`src/rtl/smtc_pkg.sv`:
```
package smtc_pkg;

    localparam int unsigned ADDR_W    = 32;
    localparam int unsigned SIZE_W    = 16;

    localparam logic [ADDR_W-1:0] LEGACY_BASE = 32'h000A_0000;
    localparam logic [ADDR_W-1:0] ALIAS_BASE  = 32'hFEDA_0000;
    localparam logic [ADDR_W-1:0] WIN_BYTES   = 32'h0002_0000;

    localparam logic [1:0] CFG_CTL  = 2'd0;
    localparam logic [1:0] CFG_ECTL = 2'd1;
    localparam logic [1:0] CFG_XLO  = 2'd2;
    localparam logic [1:0] CFG_XHI  = 2'd3;

    localparam logic [7:0] CTL_MASK_OPEN    = 8'h07;
    localparam logic [7:0] CTL_MASK_LOCKED  = 8'h00;
    localparam logic [7:0] ECTL_MASK_OPEN   = 8'h87;
    localparam logic [7:0] ECTL_MASK_LOCKED = 8'h00;

    localparam logic [SIZE_W-1:0] SIZE_QUERY = 16'hFFFF;

    typedef enum logic [1:0] {
        TGT_DRAM   = 2'd0,
        TGT_BUS    = 2'd1,
        TGT_HOLE   = 2'd2,
        TGT_REJECT = 2'd3
    } target_e;

    typedef struct packed {
        logic [4:0] rsvd;
        logic       g_en;
        logic       lock;
        logic       open;
    } smram_ctl_t;

    typedef struct packed {
        logic       h_en;
        logic [3:0] rsvd;
        logic [1:0] tsz;
        logic       t_en;
    } smram_ectl_t;

    function automatic logic [7:0] mask_merge(logic [7:0] old_v, logic [7:0] new_v,
                                              logic [7:0] msk);
        return (old_v & ~msk) | (new_v & msk);
    endfunction

    function automatic logic [SIZE_W-1:0] tseg_mib(smram_ectl_t e, logic [SIZE_W-1:0] ext);
        logic [SIZE_W-1:0] r;
        if (!e.t_en) begin
            r = '0;
        end else begin
            case (e.tsz)
                2'd0:    r = 16'd1;
                2'd1:    r = 16'd2;
                2'd2:    r = 16'd8;
                default: r = ext;
            endcase
        end
        return r;
    endfunction

    function automatic logic [ADDR_W-1:0] tseg_floor(logic [ADDR_W-1:0] top,
                                                     logic [SIZE_W-1:0] mib);
        logic [ADDR_W+3:0] bytes;
        logic [ADDR_W+3:0] top_w;
        bytes = {mib, 20'b0};
        top_w = {4'b0, top};
        if (bytes > top_w) return '0;
        return top - bytes[ADDR_W-1:0];
    endfunction

    function automatic logic in_win(logic [ADDR_W-1:0] a, logic [ADDR_W-1:0] base,
                                    logic [ADDR_W-1:0] len);
        return (a >= base) && ((a - base) < len);
    endfunction

endpackage

```
`src/rtl/smtc_cfg_regs.sv`:
```
module smtc_cfg_regs
    import smtc_pkg::*;
#(
    parameter int unsigned EXT_MIB = 16
) (
    input  logic        clk,
    input  logic        rst,
    input  logic        wr,
    input  logic [1:0]  waddr,
    input  logic [7:0]  wdata,
    input  logic [1:0]  raddr,
    output logic [7:0]  rdata,
    output smram_ctl_t  ctl,
    output smram_ectl_t ectl
);

    localparam logic [SIZE_W-1:0] EXT_VAL   = SIZE_W'(EXT_MIB);
    localparam logic [SIZE_W-1:0] SIZE_INIT = (EXT_MIB != 0) ? SIZE_QUERY : '0;

    smram_ctl_t        ctl_q, ctl_d;
    smram_ectl_t       ectl_q, ectl_d;
    logic [SIZE_W-1:0] xsz_q, xsz_d;
    logic [7:0]        ctl_msk, ectl_msk;
    logic              xsz_wr;

    assign ctl_msk  = ctl_q.lock ? CTL_MASK_LOCKED  : CTL_MASK_OPEN;
    assign ectl_msk = ctl_q.lock ? ECTL_MASK_LOCKED : ECTL_MASK_OPEN;
    assign xsz_wr   = wr && ((waddr == CFG_XLO) || (waddr == CFG_XHI));

    always_comb begin
        ctl_d  = ctl_q;
        ectl_d = ectl_q;
        xsz_d  = xsz_q;
        if (wr) begin
            case (waddr)
                CFG_CTL:  ctl_d        = smram_ctl_t'(mask_merge(ctl_q, wdata, ctl_msk));
                CFG_ECTL: ectl_d       = smram_ectl_t'(mask_merge(ectl_q, wdata, ectl_msk));
                CFG_XLO:  xsz_d[7:0]   = wdata;
                default:  xsz_d[15:8]  = wdata;
            endcase
        end
        if (ctl_d.lock) begin
            ctl_d.open = 1'b0;
        end
        if ((EXT_MIB != 0) && xsz_wr && (xsz_d == SIZE_QUERY)) begin
            xsz_d = EXT_VAL;
        end
    end

    always_ff @(posedge clk) begin
        if (rst) begin
            ctl_q  <= '0;
            ectl_q <= '0;
            xsz_q  <= SIZE_INIT;
        end else begin
            ctl_q  <= ctl_d;
            ectl_q <= ectl_d;
            xsz_q  <= xsz_d;
        end
    end

    always_comb begin
        case (raddr)
            CFG_CTL:  rdata = ctl_q;
            CFG_ECTL: rdata = ectl_q;
            CFG_XLO:  rdata = xsz_q[7:0];
            default:  rdata = xsz_q[15:8];
        endcase
    end

    assign ctl  = ctl_q;
    assign ectl = ectl_q;

    // the lock survives every later write
    a_r3_lock_sticky: assert property (@(posedge clk) disable iff (rst)
        ctl_q.lock |=> ctl_q.lock);

    // a locked window is never open
    a_r3_closed_when_locked: assert property (@(posedge clk) disable iff (rst)
        ctl_q.lock |-> !ctl_q.open);

    // extended control frozen once locked
    a_r3_ectl_frozen: assert property (@(posedge clk) disable iff (rst)
        (ctl_q.lock && wr && (waddr == CFG_ECTL)) |=> $stable(ectl_q));

    // a size word write never leaves the query code behind
    a_r10_query_answered: assert property (@(posedge clk) disable iff (rst)
        ((EXT_MIB != 0) && xsz_wr) |=> (xsz_q != SIZE_QUERY));

endmodule

```
`src/rtl/smtc_tseg_calc.sv`:
```
module smtc_tseg_calc
    import smtc_pkg::*;
#(
    parameter logic [31:0] TOP_LOW = 32'h8000_0000,
    parameter int unsigned EXT_MIB = 16
) (
    input  smram_ectl_t        ectl,
    output logic               tseg_live,
    output logic [ADDR_W-1:0]  tseg_base
);

    localparam logic [SIZE_W-1:0] EXT_VAL = SIZE_W'(EXT_MIB);

    logic [SIZE_W-1:0] mib;

    assign mib       = tseg_mib(ectl, EXT_VAL);
    assign tseg_live = (mib != '0);
    assign tseg_base = tseg_floor(TOP_LOW, mib);

endmodule

```
`src/rtl/smtc_route.sv`:
```
module smtc_route
    import smtc_pkg::*;
#(
    parameter logic [31:0] TOP_LOW = 32'h8000_0000
) (
    input  logic [ADDR_W-1:0] addr,
    input  logic              smm,
    input  logic [2:0]        bytes,
    input  smram_ctl_t        ctl,
    input  smram_ectl_t       ectl,
    input  logic              tseg_live,
    input  logic [ADDR_W-1:0] tseg_base,
    output target_e           target
);

    logic    hit_low, hit_alias, hit_tseg, size_ok;
    target_e plain_t, normal_t, smm_t, raw_t;

    assign hit_low   = in_win(addr, LEGACY_BASE, WIN_BYTES);
    assign hit_alias = in_win(addr, ALIAS_BASE, WIN_BYTES);
    assign hit_tseg  = tseg_live && (addr >= tseg_base) && (addr < TOP_LOW);
    assign size_ok   = (bytes >= 3'd1) && (bytes <= 3'd4);
    assign plain_t   = (addr < TOP_LOW) ? TGT_DRAM : TGT_BUS;

    // normal-mode view
    always_comb begin
        if (hit_tseg) begin
            normal_t = TGT_HOLE;
        end else if (hit_low) begin
            normal_t = (ctl.open && !ectl.h_en) ? TGT_DRAM : TGT_BUS;
        end else if (hit_alias) begin
            normal_t = (ctl.open && ectl.h_en) ? TGT_DRAM : TGT_BUS;
        end else begin
            normal_t = plain_t;
        end
    end

    // system-management view overlays the normal one
    always_comb begin
        if (hit_tseg) begin
            smm_t = TGT_DRAM;
        end else if (hit_low && ctl.g_en && !ectl.h_en) begin
            smm_t = TGT_DRAM;
        end else if (hit_alias && ctl.g_en && ectl.h_en) begin
            smm_t = TGT_DRAM;
        end else begin
            smm_t = normal_t;
        end
    end

    assign raw_t  = smm ? smm_t : normal_t;
    assign target = ((raw_t == TGT_HOLE) && !size_ok) ? TGT_REJECT : raw_t;

endmodule

```
`src/rtl/smtc_ctrl.sv`:
```
module smtc_ctrl
    import smtc_pkg::*;
#(
    parameter logic [31:0] TOP_LOW = 32'h8000_0000,
    parameter int unsigned EXT_MIB = 16
) (
    input  logic        clk,
    input  logic        rst,
    input  logic        cfg_wr,
    input  logic [1:0]  cfg_waddr,
    input  logic [7:0]  cfg_wdata,
    input  logic [1:0]  cfg_raddr,
    output logic [7:0]  cfg_rdata,
    input  logic [31:0] acc_addr,
    input  logic        acc_smm,
    input  logic [2:0]  acc_bytes,
    output logic [1:0]  acc_target,
    output logic [31:0] acc_hole_data
);

    smram_ctl_t        ctl;
    smram_ectl_t       ectl;
    logic              tseg_live;
    logic [ADDR_W-1:0] tseg_base;
    target_e           tgt;

    smtc_cfg_regs #(.EXT_MIB(EXT_MIB)) u_regs (
        .clk   (clk),
        .rst   (rst),
        .wr    (cfg_wr),
        .waddr (cfg_waddr),
        .wdata (cfg_wdata),
        .raddr (cfg_raddr),
        .rdata (cfg_rdata),
        .ctl   (ctl),
        .ectl  (ectl)
    );

    smtc_tseg_calc #(.TOP_LOW(TOP_LOW), .EXT_MIB(EXT_MIB)) u_tseg (
        .ectl      (ectl),
        .tseg_live (tseg_live),
        .tseg_base (tseg_base)
    );

    smtc_route #(.TOP_LOW(TOP_LOW)) u_route (
        .addr      (acc_addr),
        .smm       (acc_smm),
        .bytes     (acc_bytes),
        .ctl       (ctl),
        .ectl      (ectl),
        .tseg_live (tseg_live),
        .tseg_base (tseg_base),
        .target    (tgt)
    );

    assign acc_target    = tgt;
    assign acc_hole_data = (tgt == TGT_HOLE) ? 32'hFFFF_FFFF : 32'h0;

    // SMM traffic is never swallowed by the black hole
    a_r6_smm_no_hole: assert property (@(posedge clk) disable iff (rst)
        acc_smm |-> (acc_target != 2'd2));

    // normal access inside live TSEG with a legal size hits the hole
    a_r8_tseg_hidden: assert property (@(posedge clk) disable iff (rst)
        (!acc_smm && tseg_live && (acc_addr >= tseg_base) && (acc_addr < TOP_LOW)
         && (acc_bytes >= 3'd1) && (acc_bytes <= 3'd4)) |-> (acc_target == 2'd2));

    // the high alias never reaches DRAM in the normal view while locked shut
    a_r5_alias_closed: assert property (@(posedge clk) disable iff (rst)
        (!acc_smm && !ctl.open && (acc_addr >= ALIAS_BASE)
         && (acc_addr - ALIAS_BASE < WIN_BYTES)) |-> (acc_target == 2'd1));

    // nothing at or above the top of low memory lands in the hole
    a_r11_above_top: assert property (@(posedge clk) disable iff (rst)
        (acc_addr >= TOP_LOW) |-> (acc_target[1] == 1'b0));

endmodule

```
`config.mk`:
```
export PLATFORM = sky130hd
export DESIGN_NAME = smtc_ctrl
export DESIGN_NICKNAME = d
export VERILOG_FILES = /design/src/rtl/smtc_pkg.sv /design/src/rtl/smtc_cfg_regs.sv /design/src/rtl/smtc_tseg_calc.sv /design/src/rtl/smtc_route.sv /design/src/rtl/smtc_ctrl.sv
export SDC_FILE = /design/constraint.sdc
export NUM_CORES = 1
export LEC_CHECK = 0
export ABC_AREA = 1
export ABC_CLOCK_PERIOD_IN_PS = 7500
export BUFFER_PORTS_ARGS = -buffer_cell sky130_fd_sc_hd__buf_2
export CORE_AREA = 2 2 70 72
export CTS_CLUSTER_SIZE = 10
export DETAILED_ROUTE_END_ITERATION = 10
export DIE_AREA = 0 0 72 74
export PLACE_DENSITY = 0.85
export RECOVER_POWER = 50
export SETUP_SLACK_MARGIN = 0.02
export SLEW_MARGIN = 20
export SYNTH_ARGS = -nofsm -noshare
export SYNTH_HDL_FRONTEND = slang
export SYNTH_SLANG_ARGS = --single-unit
export TNS_END_PERCENT = 100
```
`constraint.sdc`:
```
create_clock -name clk -period 7.5 [get_ports clk]
set_clock_uncertainty 0.1 [all_clocks]
set_input_delay 0 -clock clk [delete_from_list [all_inputs] [get_ports clk]]
set_output_delay 0 -clock clk [all_outputs]
set_load 0.02 [all_outputs]
```
# --- Word level (Yosys, flattened, before mapping) ---
# Index checks and enable logic that the tools add are counted.
op_classes:
  mul: 0
  shift: 0
  n_reduce_logical: 26
  order_cmp: 9
  div: 0
  n_addsub: 3
  n_eq_ne: 10
  n_mux: 26
  bitwise_logic: 8
op_table:
  columns: ["cell", "count"]
  rows:
  - ["32-bit two-way mux", 3]
  - ["32-bit by 18-bit < comparator with 1-bit output, second input constant", 2]
  - ["16-bit two-way mux", 3]
  - ["36-bit by 32-bit greater-than comparator with 1-bit output, second input constant", 1]
  - ["8-bit bitwise AND", 4]
  - ["32-bit by 20-bit greater-or-equal comparator with 1-bit output, second input constant", 1]
  - ["32-bit greater-or-equal comparator", 1]
  - ["32-bit greater-or-equal comparator, second input constant", 1]
  - ["32-bit < comparator, second input constant", 1]
  - ["32-bit by 20-bit subtractor with 32-bit output, second input constant", 1]
  - ["32-bit subtractor, first input constant", 1]
  - ["32-bit subtractor, second input constant", 1]
  - ["8-bit two-way mux", 3]
  - ["8-bit case mux with 3 select lines", 1]
  - ["2-bit two-way mux", 10]
  - ["16-bit == test, second input constant", 1]
  - ["8-bit inverter", 2]
  - ["8-bit OR", 2]
  - ["16-bit nonzero test", 1]
  - ["5-bit case mux with 3 select lines", 1]
  - ["1-bit logical AND", 14]
  - ["2-bit == test, second input constant", 6]
  - ["2-bit by 1-bit == test with 1-bit output, second input constant", 3]
  - ["2-bit zero test", 3]
  - ["9 further kinds", 15]
totals:
  ram_bits: 0
  input_bits: 51
  latch_bits: 0
  elab_cells: 92
  out_inout_bits: 42
  romBits: 0
  ff_bits: 32
  memories: 0

# --- Logic depth before layout (Yosys ltp) ---
# Gate-level depths: netlist (run 1).
logic_depth:
  word_depth: 19
  mapped_depth: 19
  mapped_depth_nobuf: 18

# --- Hierarchy ---
# From an unflattened synthesis (run 1), not the netlist that was laid out.
unflattened:
  cells_unflattened: 569
  area_unflattened_um2: 3482.1
by_module_without_submodules:
  columns: ["mod", "cells_per_inst", "instances", "area_each_um2", "seq_area_each_um2"]
  rows:
  - ["smtc_route", 293, 1, 1585.3, 0.0]
  - ["smtc_cfg_regs", 201, 1, 1370.1, 460.4]
  - ["smtc_tseg_calc", 42, 1, 284.0, 0.0]
  - ["smtc_ctrl", 33, 1, 242.7, 0.0]

# --- Least setup slack after synthesis (run 1) ---
# OpenSTA, ideal clock, no wires.
synth_timing:
  path_kind: "flip-flop to output port"
  start: "register (tool-made name)"
  end: "output port acc_hole_data[10]"
  path_slack_ps: 3476
  stages_incl_launch_ff: 19
  arrival_ps: 3924
  t_required_ps: 7400
  n_path_buf: 1
  cell_sequence: "dfxtp_1 inv_1 nor3_1 inv_1 ha_1 xor2_1 ha_1 nand2_1 inv_1 o21ai_0 nand2_1 nand3_1 nand2_1 o21ai_0 nor2_1 nand2_1 nand2_1 nor2_1 buf_4"
synth_rtl:
  columns: ["item", "line", "text"]
  rows:
  - ["to (decl)", "smtc_ctrl.sv:18", "output logic [31:0] acc_hole_data"]

==> metrics.md, run 1 <==
| Metric | Value |
|---|---|
| Post-Syn Area | 2380 µm² |
| Largest family of logic cells by synthesized area | simple AND/OR/NAND/NOR gates |
| Worst hold path type | in2reg |
| Total global-route track usage | 0.222 |
| Hold Violations, Final | 0 |
| Area Growth Syn to Fin | 15.1% |
| Pleak | 0.00158 µW |
| CTS Sinks | 23 |
| Drt pass-1 iters | 5 |
| Worst reg-to-reg setup slack | 5.79 ns |
| Remaining antenna violation count | 0 |
| Worst Hold End | u_regs.xsz_q[6] |
| Global route overflow | 0 |
| Vias/cell | 5.09 |
| First-pass GRT wire length | 9.59 mm |
| Area leader, netlist | nand2_1 |
| Post-synthesis adder-cell area fraction | 0.0843 |
| Die height | 74 µm |
| Die area | 5330 µm² |
| Post-synth top area share | 0.207 |
| Hold depth | 5 |
| Cell count after synthesis | 407 |
| Initial antenna violation count | 0 |
| Fin crit share | 0.512 |
| Syn_area_per_cell | 5.84 µm² |
| Crit path max fanout | 32 |
| Routed met2 length | 2.83 mm |
| Netlist cell types | 29 |
| Met1 WL | 2.61 mm |
| Setup bufs post-CTS | 0 |
| I/O pins | 93 |
| RSZ-0062 raised after global routing | false |
| Clock latency on the worst-skew pair | 0.27 ns |
| Slew HR | 0.435 |
| Fraction of layout cells with a size suffix above 1 | 0.188 |
| Cell Rows | 25 |
| Mux contribution to synthesized area | 0 |
| Worst hold path startpoint | cfg_wdata[6] |
| Routed len/inst | 11.2 µm |
| Req. time, crit path | 7.40 ns |
| Maxcap violations | 0 |
| YS warnings | 0 |
| Largest net degree at the start of global routing | 33 |
| FILL cells | 452 |
| Port-buffer cells | 92 |
| Crit path capture type | output pin |
| Cts hold-fix bufs | 8 |
| Mapped Nets | 474 |
| Starting density of the core | 0.517 |
| Max Slew Vio Count | 0 |
| Met3 routed WL | 391 µm |
| Die X | 72 µm |
| Outcome | finished, final reports clean |
| Fmax | 261 MHz |
| Worst Path Arrival | 3.74 ns |
| Vias in the first global route | 2237 |
| Via count | 2687 |
| Ant. Diodes | 0 |
| Least-Margin Pin Slew | 0.842 ns |
| CTS root buf | clkbuf_8 |
| Htree depth | 1 |
| Overall Power | 325 µW |
| Post-synthesis simple-gate area fraction | 0.406 |
| Synthesized flop and latch total | 23 |
| Clk slew on worst S/H paths | 0.09 ns |
| Fin crit period | 3.84 ns |
| Power Density | 119 nW/µm² |
| Top Layer Used | met4 |
| Multi-input logic area | 1460 µm² |
| Reg2Reg Depth | 7 |
| CTS Buf Count | 3 |
| Area contributors post-synth | nand2_1, dfxtp_1, buf_4 |
| Crit Path Category | reg2out |
| DRC | 0 |
| Peak supply drop | 0.113 mV |
| Final #Nets | 542 |
| Synth Area in Compound Gates | 0.117 |
| TritonCTS clock tree | yes |
| Setup TNS | 0 ns |
| Core Region | 4600 µm² |
| Post-Synth XOR/XNOR Area | 0.0111 |
| Detail Placement HPWL | 4.56 mm |
| Register area share after synthesis | 0.194 |
| Total wire length | 5.90 mm |
| PostCTS Resize Cnt | 0 |
| Critical path launch point type | register |
| Setup violation total in the final timing report | 0 |
| RePlAce Congestion | 0.905 |
| R2R Path Start | u_regs.xsz_q[1] |
| Bufs on Longest Clock Path | 2 |
| Reg-to-Reg End | u_regs.xsz_q[13] |
| Register area | 460 µm² |
| DRT iter0 DRCs | 176 |
-- where the power goes --
group / internal (µW) / switching (µW) / total (µW) / leakage (µW)
sequential: 129 / 4.68 / 134 / 0.000189
combinational: 41.8 / 68.2 / 110 / 0.00136
clock: 37.2 / 43.5 / 80.8 / 0.0000255
total: 208 / 116 / 325 / 0.00158
-- kinds of logic after synthesis --
logic type,after synthesis
AO/OA/AOI/OAI,50
XOR/XNOR,3
adder cells (fa/ha/maj),16
buffers and inverters,83
flip-flops,23
AND/OR/NAND/NOR,232
-- stage by stage --
step	cells	hold slack, ns	util	instance area (µm²)	setup slack (ns)
finish	528	0.0316	0.595	2730	3.66
global route	528	0.0861	0.595	2730	3.22
CTS	528	0.0306	0.600	2760	3.28
detailed placement	516	0.0797	0.572	2630	3.58
global placement	516	0.0756	0.572	2630	3.85
floorplan	407	-0.0276	-	2380	3.48
-- final cells by class --
cell class / count / area share
repair buffers: 100 / 0.193
well taps: 54 / 0.0247
flip-flops and latches: 23 / 0.168
inverters: 46 / 0.0632
multi-input cells: 301 / 0.534
clock buffers: 3 / 0.0151
clock inverters: 1 / 0.00183
-- synth_stat cells --
| cell | number |
|---|---|
| dfxtp_1 | 23 |
| nor4_2 | 1 |
| nand3b_2 | 1 |
| ha_1 | 16 |
| nand4_1 | 5 |
| a22o_1 | 2 |
| o21bai_1 | 1 |
| nor3_1 | 4 |
| o2111ai_1 | 2 |
| buf_6 | 2 |
| buf_2 | 2 |
| o2111a_1 | 1 |
| nand3_1 | 32 |
| xor2_1 | 2 |
| nand2_1 | 131 |
| nand2_2 | 2 |
| xnor2_1 | 1 |
| buf_4 | 31 |
| and2_1 | 1 |
| o21a_1 | 1 |
| inv_1 | 46 |
| nor2_1 | 53 |
| nand3_2 | 1 |
| nor3_2 | 1 |
| o211ai_1 | 1 |
| o21ai_0 | 19 |
| clkbuf_1 | 2 |
| o21ai_1 | 7 |
| a21oi_1 | 16 |
-- how the worst max path moves through the flow --
stage          slack (ns)                end      from  cells past startpoint
2_1_floorplan        3.48  acc_hole_data[10]  register                     18
3_3_place_gp         3.85   acc_hole_data[0]  register                     18
3_5_place_dp         3.58   acc_hole_data[0]  register                     18
4_1_cts              3.28   acc_hole_data[0]  register                     18
5_1_grt              3.22  acc_hole_data[31]  register                     18
6_report             3.66   acc_hole_data[5]  register                     18
-- worst max-delay path, stage by stage, from the launching register on --
cell and delay, ns:
dfxtp_1 0.39, inv_1 0.18, nor3_1 0.28, inv_1 0.08
ha_1 0.25, xor2_1 0.17, ha_1 0.29, nand2_1 0.07
inv_1 0.04, o21ai_0 0.06, nand2_1 0.07, nand3_1 0.06
nand2_1 0.05, o21ai_0 0.31, nor2_1 0.15, nand2_1 0.08
nand2_1 0.08, nor2_2 0.55, buf_2 0.29
-- cells in the final DEF (no fill, tap or decap), types with 2 or more instances in the layout --
cell             n
a21oi_1         16
a22o_1           2
buf_2           81
clkbuf_1        11
clkbuf_8         3
dfxtp_1         23
dlygate4sd3_1    8
ha_1            16
inv_1           46
nand2_1        132
nand3_1         32
nand4_1          5
nor2_1          52
nor3_1           4
o2111ai_1        2
o21ai_0         19
o21ai_1          7
xor2_1           2
-- routing by layer --
layer / up-vias / track usage
met2: 98 / 0.394
met4: 0 / 0.0713
li1: 1404 / -
met3: 7 / 0.0190
met5: - / 0
met1: 1178 / 0.287
No activity file was read; power rests on OpenSTA's default activity.
==> inputs of run 2 (changes only) <==
--- a/config.mk
+++ b/config.mk
@@ -6,13 +6,13 @@
 export NUM_CORES = 1
 export LEC_CHECK = 0
 export ABC_AREA = 1
-export ABC_CLOCK_PERIOD_IN_PS = 7500
+export ABC_CLOCK_PERIOD_IN_PS = 3300
 export BUFFER_PORTS_ARGS = -buffer_cell sky130_fd_sc_hd__buf_2
-export CORE_AREA = 2 2 70 72
+export CORE_AREA = 2 2 76 78
 export CTS_CLUSTER_SIZE = 10
 export DETAILED_ROUTE_END_ITERATION = 10
-export DIE_AREA = 0 0 72 74
-export PLACE_DENSITY = 0.85
+export DIE_AREA = 0 0 78 80
+export PLACE_DENSITY = 0.76
 export RECOVER_POWER = 50
 export SETUP_SLACK_MARGIN = 0.02
 export SLEW_MARGIN = 20
==> constraint.sdc (replaced) <==
create_clock -name clk -period 3.3 [get_ports clk]
set_clock_uncertainty 0.1 [all_clocks]
set_input_delay 0 -clock clk [delete_from_list [all_inputs] [get_ports clk]]
set_output_delay 0 -clock clk [all_outputs]
set_load 0.02 [all_outputs]
==> run 2 against run 1 <==
Against the previous run:
- first-iteration DRC count down 38%
- sequential power is 130% higher
- critical path depth is 1 lower
- design area grew 3.5%
- clock-buffer cell count grew 1
- sequential share of layout area down 0.52 points
- worst setup slack got worse by 3.5 ns
- register-to-register slack got worse by 4.2 ns
- sequential cell count unchanged
- non-clock buffer count is 1 lower
- clock power up 120%
- final cell count is 3.8% higher
- critical path type unchanged
- critical endpoint is now acc_hole_data[21]
- largest power group unchanged
- highest routed layer unchanged
==> metrics.md, run 2 (synthesis results as in run 1) <==
| Metric | Value |
|---|---|
| Core Region | 5410 µm² |
| Hold depth | 5 |
| Clock latency on the worst-skew pair | 0.26 ns |
| Crit Path Category | reg2out |
| Port-buffer cells | 92 |
| Vias in the first global route | 2334 |
| Worst reg-to-reg setup slack | 1.60 ns |
| Fmax | 321 MHz |
| Fin crit period | 3.11 ns |
| RePlAce Congestion | 0.887 |
| Worst hold path startpoint | cfg_wdata[3] |
| Most used cell, CP | inv_1 |
| Clk slew on worst S/H paths | 0.08 ns |
| Worst Path Arrival | 3.01 ns |
| Peak supply drop | 0.259 mV |
| Die height | 80 µm |
| First-pass GRT wire length | 9.89 mm |
| Outcome | finished, final reports clean |
| Max Slew Vio Count | 0 |
| Ant. Diodes | 0 |
| DRT iter0 DRCs | 109 |
| Bufs on Longest Clock Path | 2 |
| Least-Margin Pin Slew | 0.739 ns |
| Multi-input logic area | 1530 µm² |
| TritonCTS clock tree | yes |
| FILL cells | 551 |
| Inst Count DP | 534 |
| Total wire length | 6.15 mm |
| Commonest non-fill, non-tap cell in the layout | nand2_1 |
| DRC | 0 |
| Reg2Reg Depth | 9 |
| Setup violation total in the final timing report | 0 |
| Reg-to-Reg End | u_regs.xsz_q[7] |
| CTS root buf | clkbuf_8 |
| Req. time, crit path | 3.20 ns |
| Initial antenna violation count | 0 |
| Cell Rows | 27 |
| Die area | 6240 µm² |
| Detail Placement HPWL | 4.71 mm |
| Commonest cells after routing, fill and taps aside | nand2_1, buf_2, nor2_1 |
| Drt pass-1 iters | 4 |
| Pleak | 0.00159 µW |
| Critical Path, Cell by Cell | inv_2, nor3_2, inv_1, ha_1, xor2_1, ha_1, nand2_1, inv_1, nand4_1, nor3_2, o21ai_2, nand2_1, inv_1, nand3_1, nand2_4, nor2_4, buf_2 |
| Power Density | 260 nW/µm² |
| RSZ-0062 raised after global routing | true |
| Worst Hold End | u_regs.xsz_q[11] |
| Util after Layout | 0.523 |
| Area Growth Syn to Fin | 19.1% |
| Global route overflow | 0 |
| Die X | 78 µm |
| Slew HR | 0.503 |
| Worst hold path type | in2reg |
| Crit path capture type | output pin |
| R2R Path Start | u_regs.xsz_q[11] |
| Worst path max stage delay | 0.37 ns |
| CTS Buf Count | 3 |
| Vias/cell | 4.93 |
| Non-filler cells, final | 548 |
| Starting density of the core | 0.440 |
| Routed len/inst | 11.2 µm |
| Largest net degree at the start of global routing | 23 |
| Crit path max fanout | 9 |
| Hold Violations, Final | 0 |
| CTS Sinks | 23 |
| Fraction of layout cells with a size suffix above 1 | 0.216 |
| Total global-route track usage | 0.192 |
| Register area | 462 µm² |
| Critical path launch point type | register |
| Maxcap violations | 0 |
| Remaining antenna violation count | 0 |
| Final #Nets | 544 |
| Crit-path slowest cell | dfxtp_2 |
| Fin crit share | 0.944 |
| I/O pins | 93 |
| Setup bufs post-CTS | 0 |
| Htree depth | 1 |
| Via count | 2701 |
[run 2: changes by cell type in the layout (fill, tap and decap cells not counted), sizes merged]
| cell | before | now |
|---|---|---|
| nor2 | 53 | 56 |
| dlygate4sd3 | 8 | 7 |
| buf | 81 | 83 |
| clkbuf | 14 | 13 |
| clkinv | 1 | 0 |
[run 2: through the flow]
step           total power, µW  setup WS [ns]  TNS, ns  area (µm²)  hold WS (ns)
5_1_grt                    785        -0.0378   -0.235        2830        0.0919
3_3_place_gp               549          0.264        0        2660        0.0816
3_5_place_dp               555         0.0631        0        2660        0.0815
6_report                   736          0.185        0        2830        0.0439
2_1_floorplan              471         0.0693        0        2380       -0.0276
4_1_cts                    736         0.0480        0        2820        0.0500
[run 2: worst max-delay path: cells and delay by family, from the launching register on]
family	cells	cell delay [ns]
flip-flops	1	0.37
buffers and inverters	5	0.47
adder cells (fa/ha/maj)	2	0.54
XOR/XNOR	1	0.17
AO/OA/AOI/OAI	1	0.11
AND/OR/NAND/NOR	8	1.08
[run 2: cell type report]
cell class,count,area share
clock buffer,4,0.0159
inverter,46,0.0610
multi-input combinational,304,0.542
sequential,23,0.163
tap,72,0.0318
timing repair buffer,99,0.186
[run 2: repair_timing]
item                                   4_1_cts  5_1_grt
pin swaps                                    2        2
hold buffers                                 7        0
resized for setup                            7        9
endpoints found under the hold margin        8        0
setup endpoints to repair                   32       33
cloned                                       3        0
[run 2: layer usage]
| metal | GRT usage | part of all wire | vias to the layer above |
|---|---|---|---|
| met5 | 0 | 0 | - |
| met4 | 0.0456 | 0.013 | 0 |
| met3 | 0.0249 | 0.072 | 10 |
| met2 | 0.366 | 0.48 | 105 |
| met1 | 0.226 | 0.44 | 1168 |
| li1 | - | - | 1418 |
[run 2: where the power goes]
group          switching [µW]  total [µW]  internal [µW]
sequential               10.7         304            293
clock                    90.1         176           86.2
combinational             160         256           96.2
total                     260         736            476
[run 2: worst max path at each step]
stage / from / endpoint / cells past startpoint
floorplan: register / acc_hole_data[10] / 15
global placement: register / acc_hole_data[11] / 15
detailed placement: register / acc_hole_data[5] / 18
CTS: register / acc_hole_data[26] / 18
global route: register / acc_hole_data[7] / 17
finish: register / acc_hole_data[21] / 17
==> inputs of run 3 (changes only) <==
--- a/config.mk
+++ b/config.mk
@@ -5,13 +5,12 @@
 export SDC_FILE = /design/constraint.sdc
 export NUM_CORES = 1
 export LEC_CHECK = 0
-export ABC_AREA = 1
 export ABC_CLOCK_PERIOD_IN_PS = 3300
 export BUFFER_PORTS_ARGS = -buffer_cell sky130_fd_sc_hd__buf_2
-export CORE_AREA = 2 2 76 78
+export CORE_AREA = 2 2 75 77
 export CTS_CLUSTER_SIZE = 10
 export DETAILED_ROUTE_END_ITERATION = 10
-export DIE_AREA = 0 0 78 80
+export DIE_AREA = 0 0 77 79
 export PLACE_DENSITY = 0.76
 export RECOVER_POWER = 50
 export SETUP_SLACK_MARGIN = 0.02
==> run 3 against run 2 <==
Against the previous run:
- power down 5.5%
- non-clock buffer count up 9
- first-iteration DRC count up 26%
- clock power about the same
- die area down 2.5%
- register-to-register slack worse by 1.2 ns
- hold slack worse by 0.025 ns
- synthesized cell count down 36%
- worst setup slack worse by 0.059 ns
- final cell count down 27%
==> metrics.md, run 3 <==
| Metric | Value |
|---|---|
| Outcome | finished, final reports clean |
| Non-filler cells, final | 401 |
| Register area share after synthesis | 0.204 |
| TritonCTS clock tree | yes |
| Crit Path Category | reg2out |
| Area contributors post-synth | dfxtp_1, mux2i_1, buf_4 |
| Worst path max stage delay | 0.38 ns |
| Ant. Diodes | 0 |
| I/O pins | 93 |
| CTS Buf Count | 3 |
| Crit path max fanout | 9 |
| Number of synthesized flops with an enable pin | 0 |
| Bufs on Longest Clock Path | 2 |
| Clk network pwr share | 0.256 |
| Synthesized flop and latch total | 23 |
| Commonest non-fill, non-tap cell in the layout | buf_2 |
| First-pass GRT wire length | 9.63 mm |
| Worst hold slack | 0.0185 ns |
| Final #Nets | 396 |
| Switching power | 222 µW |
| RePlAce Congestion | 0.880 |
| Critical Path, Cell by Cell | inv_4, or3_4, ha_4, inv_2, ha_4, nor4bb_2, nand4_1, o211ai_1, a311oi_2, nor4_4, buf_4, buf_4, buf_2 |
| Setup violation total in the final timing report | 0 |
| Netlist cell types | 53 |
| Most frequent cells after synthesis | buf_4, mux2i_1, dfxtp_1 |
| Slew HR | 0.194 |
| Routed len/inst | 15.0 µm |
| Worst reg-to-reg setup slack | 0.37 ns |
| Most numerous cell in the Yosys netlist | buf_4 |
| CTS root buf | clkbuf_8 |
| Area leader, netlist | dfxtp_1 |
| Primary FF master, synth | dfxtp_1 |
| Die X | 77 µm |
| Fraction of layout cells with a size suffix above 1 | 0.328 |
| Fin crit period | 3.17 ns |
| Fin crit share | 0.962 |
| Vias/cell | 5.69 |
| Power Density | 252 nW/µm² |
| YS warnings | 0 |
| Sequential share of power | 0.431 |
| Die area | 6080 µm² |
| Die height | 79 µm |
| Inst Count DP | 385 |
| Hold Violations, Final | 0 |
| Detail Placement HPWL | 4.51 mm |
| Int Power | 474 µW |
| Vias in the first global route | 2083 |
| Starting density of the core | 0.424 |
| Largest net degree at the start of global routing | 33 |
| Peak supply drop | 0.236 mV |
| FILL cells | 514 |
| Critical path launch point type | register |
| Htree depth | 1 |
| Area Growth Syn to Fin | 22.1% |
| Req. time, crit path | 3.20 ns |
| Via count | 2282 |
| Max Slew Vio Count | 0 |
| Maxcap violations | 0 |
| Clk slew on worst S/H paths | 0.09 ns |
| DRC | 0 |
| Least-Margin Pin Slew | 1.20 ns |
| Cell family with most CP delay | simple AND/OR/NAND/NOR gates |
| Cell count after synthesis | 259 |
| Mapped Nets | 325 |
| Fmax | 315 MHz |
| Cell Rows | 27 |
| Logic pwr share | 0.313 |
| Post-synth top area share | 0.204 |
| RSZ-0062 raised after global routing | true |
| Total wire length | 6.01 mm |
| Core Region | 5340 µm² |
| Syn_area_per_cell | 8.73 µm² |
| Async SR Flop Fraction | 0 |
| Worst path bufs/invs | 5 |
| Clock latency on the worst-skew pair | 0.27 ns |
| CTS Sinks | 23 |
| Worst Path Arrival | 3.07 ns |
| Crit path capture type | output pin |
| Commonest cells after routing, fill and taps aside | buf_2, mux2i_1, dfxtp_1 |
| DRT iter0 DRCs | 137 |
| Post-Syn Area | 2260 µm² |
| Global route overflow | 0 |
| Sw Ratio | 0.319 |
| Pleak | 0.00131 µW |
| Total global-route track usage | 0.191 |
| Drt pass-1 iters | 4 |
| Remaining antenna violation count | 0 |
| Worst hold path type | in2reg |
| Initial antenna violation count | 0 |
| Port-buffer cells | 92 |
| Crit-path slowest cell | dfxtp_4 |
[run 3: changes by cell type after synthesis, moves of 8 or more]
cell,delta
nor4_1,+8
nor2_1,-41
a21oi_1,-9
inv_1,-37
o21ai_0,-11
o21bai_1,+15
nand3_1,-27
nand2_1,-125
nor2b_1,+11
mux2i_1,+24
[run 3: final cells by class]
cell class | count | area [µm²] | area share
Clock buffer | 3 | 41.3 | 0.0149
Inverter | 9 | 36.3 | 0.0131
Multi-Input combinational cell | 185 | 1520 | 0.550
Tap cell | 72 | 90.1 | 0.0326
Sequential cell | 23 | 464 | 0.168
Clock inverter | 1 | 5.00 | 0.00181
Timing Repair Buffer | 108 | 607 | 0.220
[run 3: final timing paths]
path / start / to / depth (start not counted)
setup / recovery: register / acc_hole_data[3] / 13
hold / removal: rst / register / 2
setup reg to reg: u_regs.xsz_q[5] / u_regs.xsz_q[5] / 6
hold reg to reg: u_regs.ctl[1] / register / 1
[run 3: layer usage]
metal | vias up | track usage | wire, µm
li1 | 1095 | - | -
met3 | 9 | 0.0205 | 429
met2 | 107 | 0.366 | 3050
met4 | 0 | 0.0589 | 87
met5 | - | 0 | 0
met1 | 1071 | 0.222 | 2440
[run 3: cells by family after synthesis]
| logic type | count (synthesis) | synth area share |
|---|---|---|
| AO/OA/AOI/OAI | 65 | 0.214 |
| XOR/XNOR | 3 | 0.0116 |
| adder cells (fa/ha/maj) | 15 | 0.0830 |
| flip-flops | 23 | 0.204 |
| buffers and inverters | 51 | 0.145 |
| multiplexers | 28 | 0.141 |
| AND/OR/NAND/NOR | 74 | 0.202 |
[run 3: through the flow]
stage	area [µm²]	utilization	total power [µW]	setup TNS (ns)	worst slack [ns]
finish	2760	0.518	695	0	0.127
global placement	2610	0.488	513	0	0.428
CTS	2730	0.512	702	0	0.0320
global route	2760	0.518	733	-0.0831	-0.0152
detailed placement	2610	0.488	519	0	0.320
floorplan	2320	-	441	-4.64	-0.150
[run 3: timing repair]
action	4_1_cts	5_1_grt
gates resized for setup	0	16
endpoints found under the setup margin	0	32
setup buffers	0	1
hold endpoints to repair	18	0
hold buffers	8	0
[run 3: power groups by stage]
stage                     Combinational (µW)  Clock, µW  Sequential (µW)
after global placement                   208          0              305
after detailed placement                 214          0              306
final                                    218        178              300
after global routing                     241        191              301
after floorplan                          139          0              302
after CTS                                222        180              299
[run 3: worst register-to-register path, cell delays in order (launching register included)]
cell and delay [ns]:
dfxtp_1 0.39, a22o_1 0.16, a32oi_1 0.05, or4_2 0.67
nor4_1 1.03, buf_4 0.33, o21bai_1 0.10
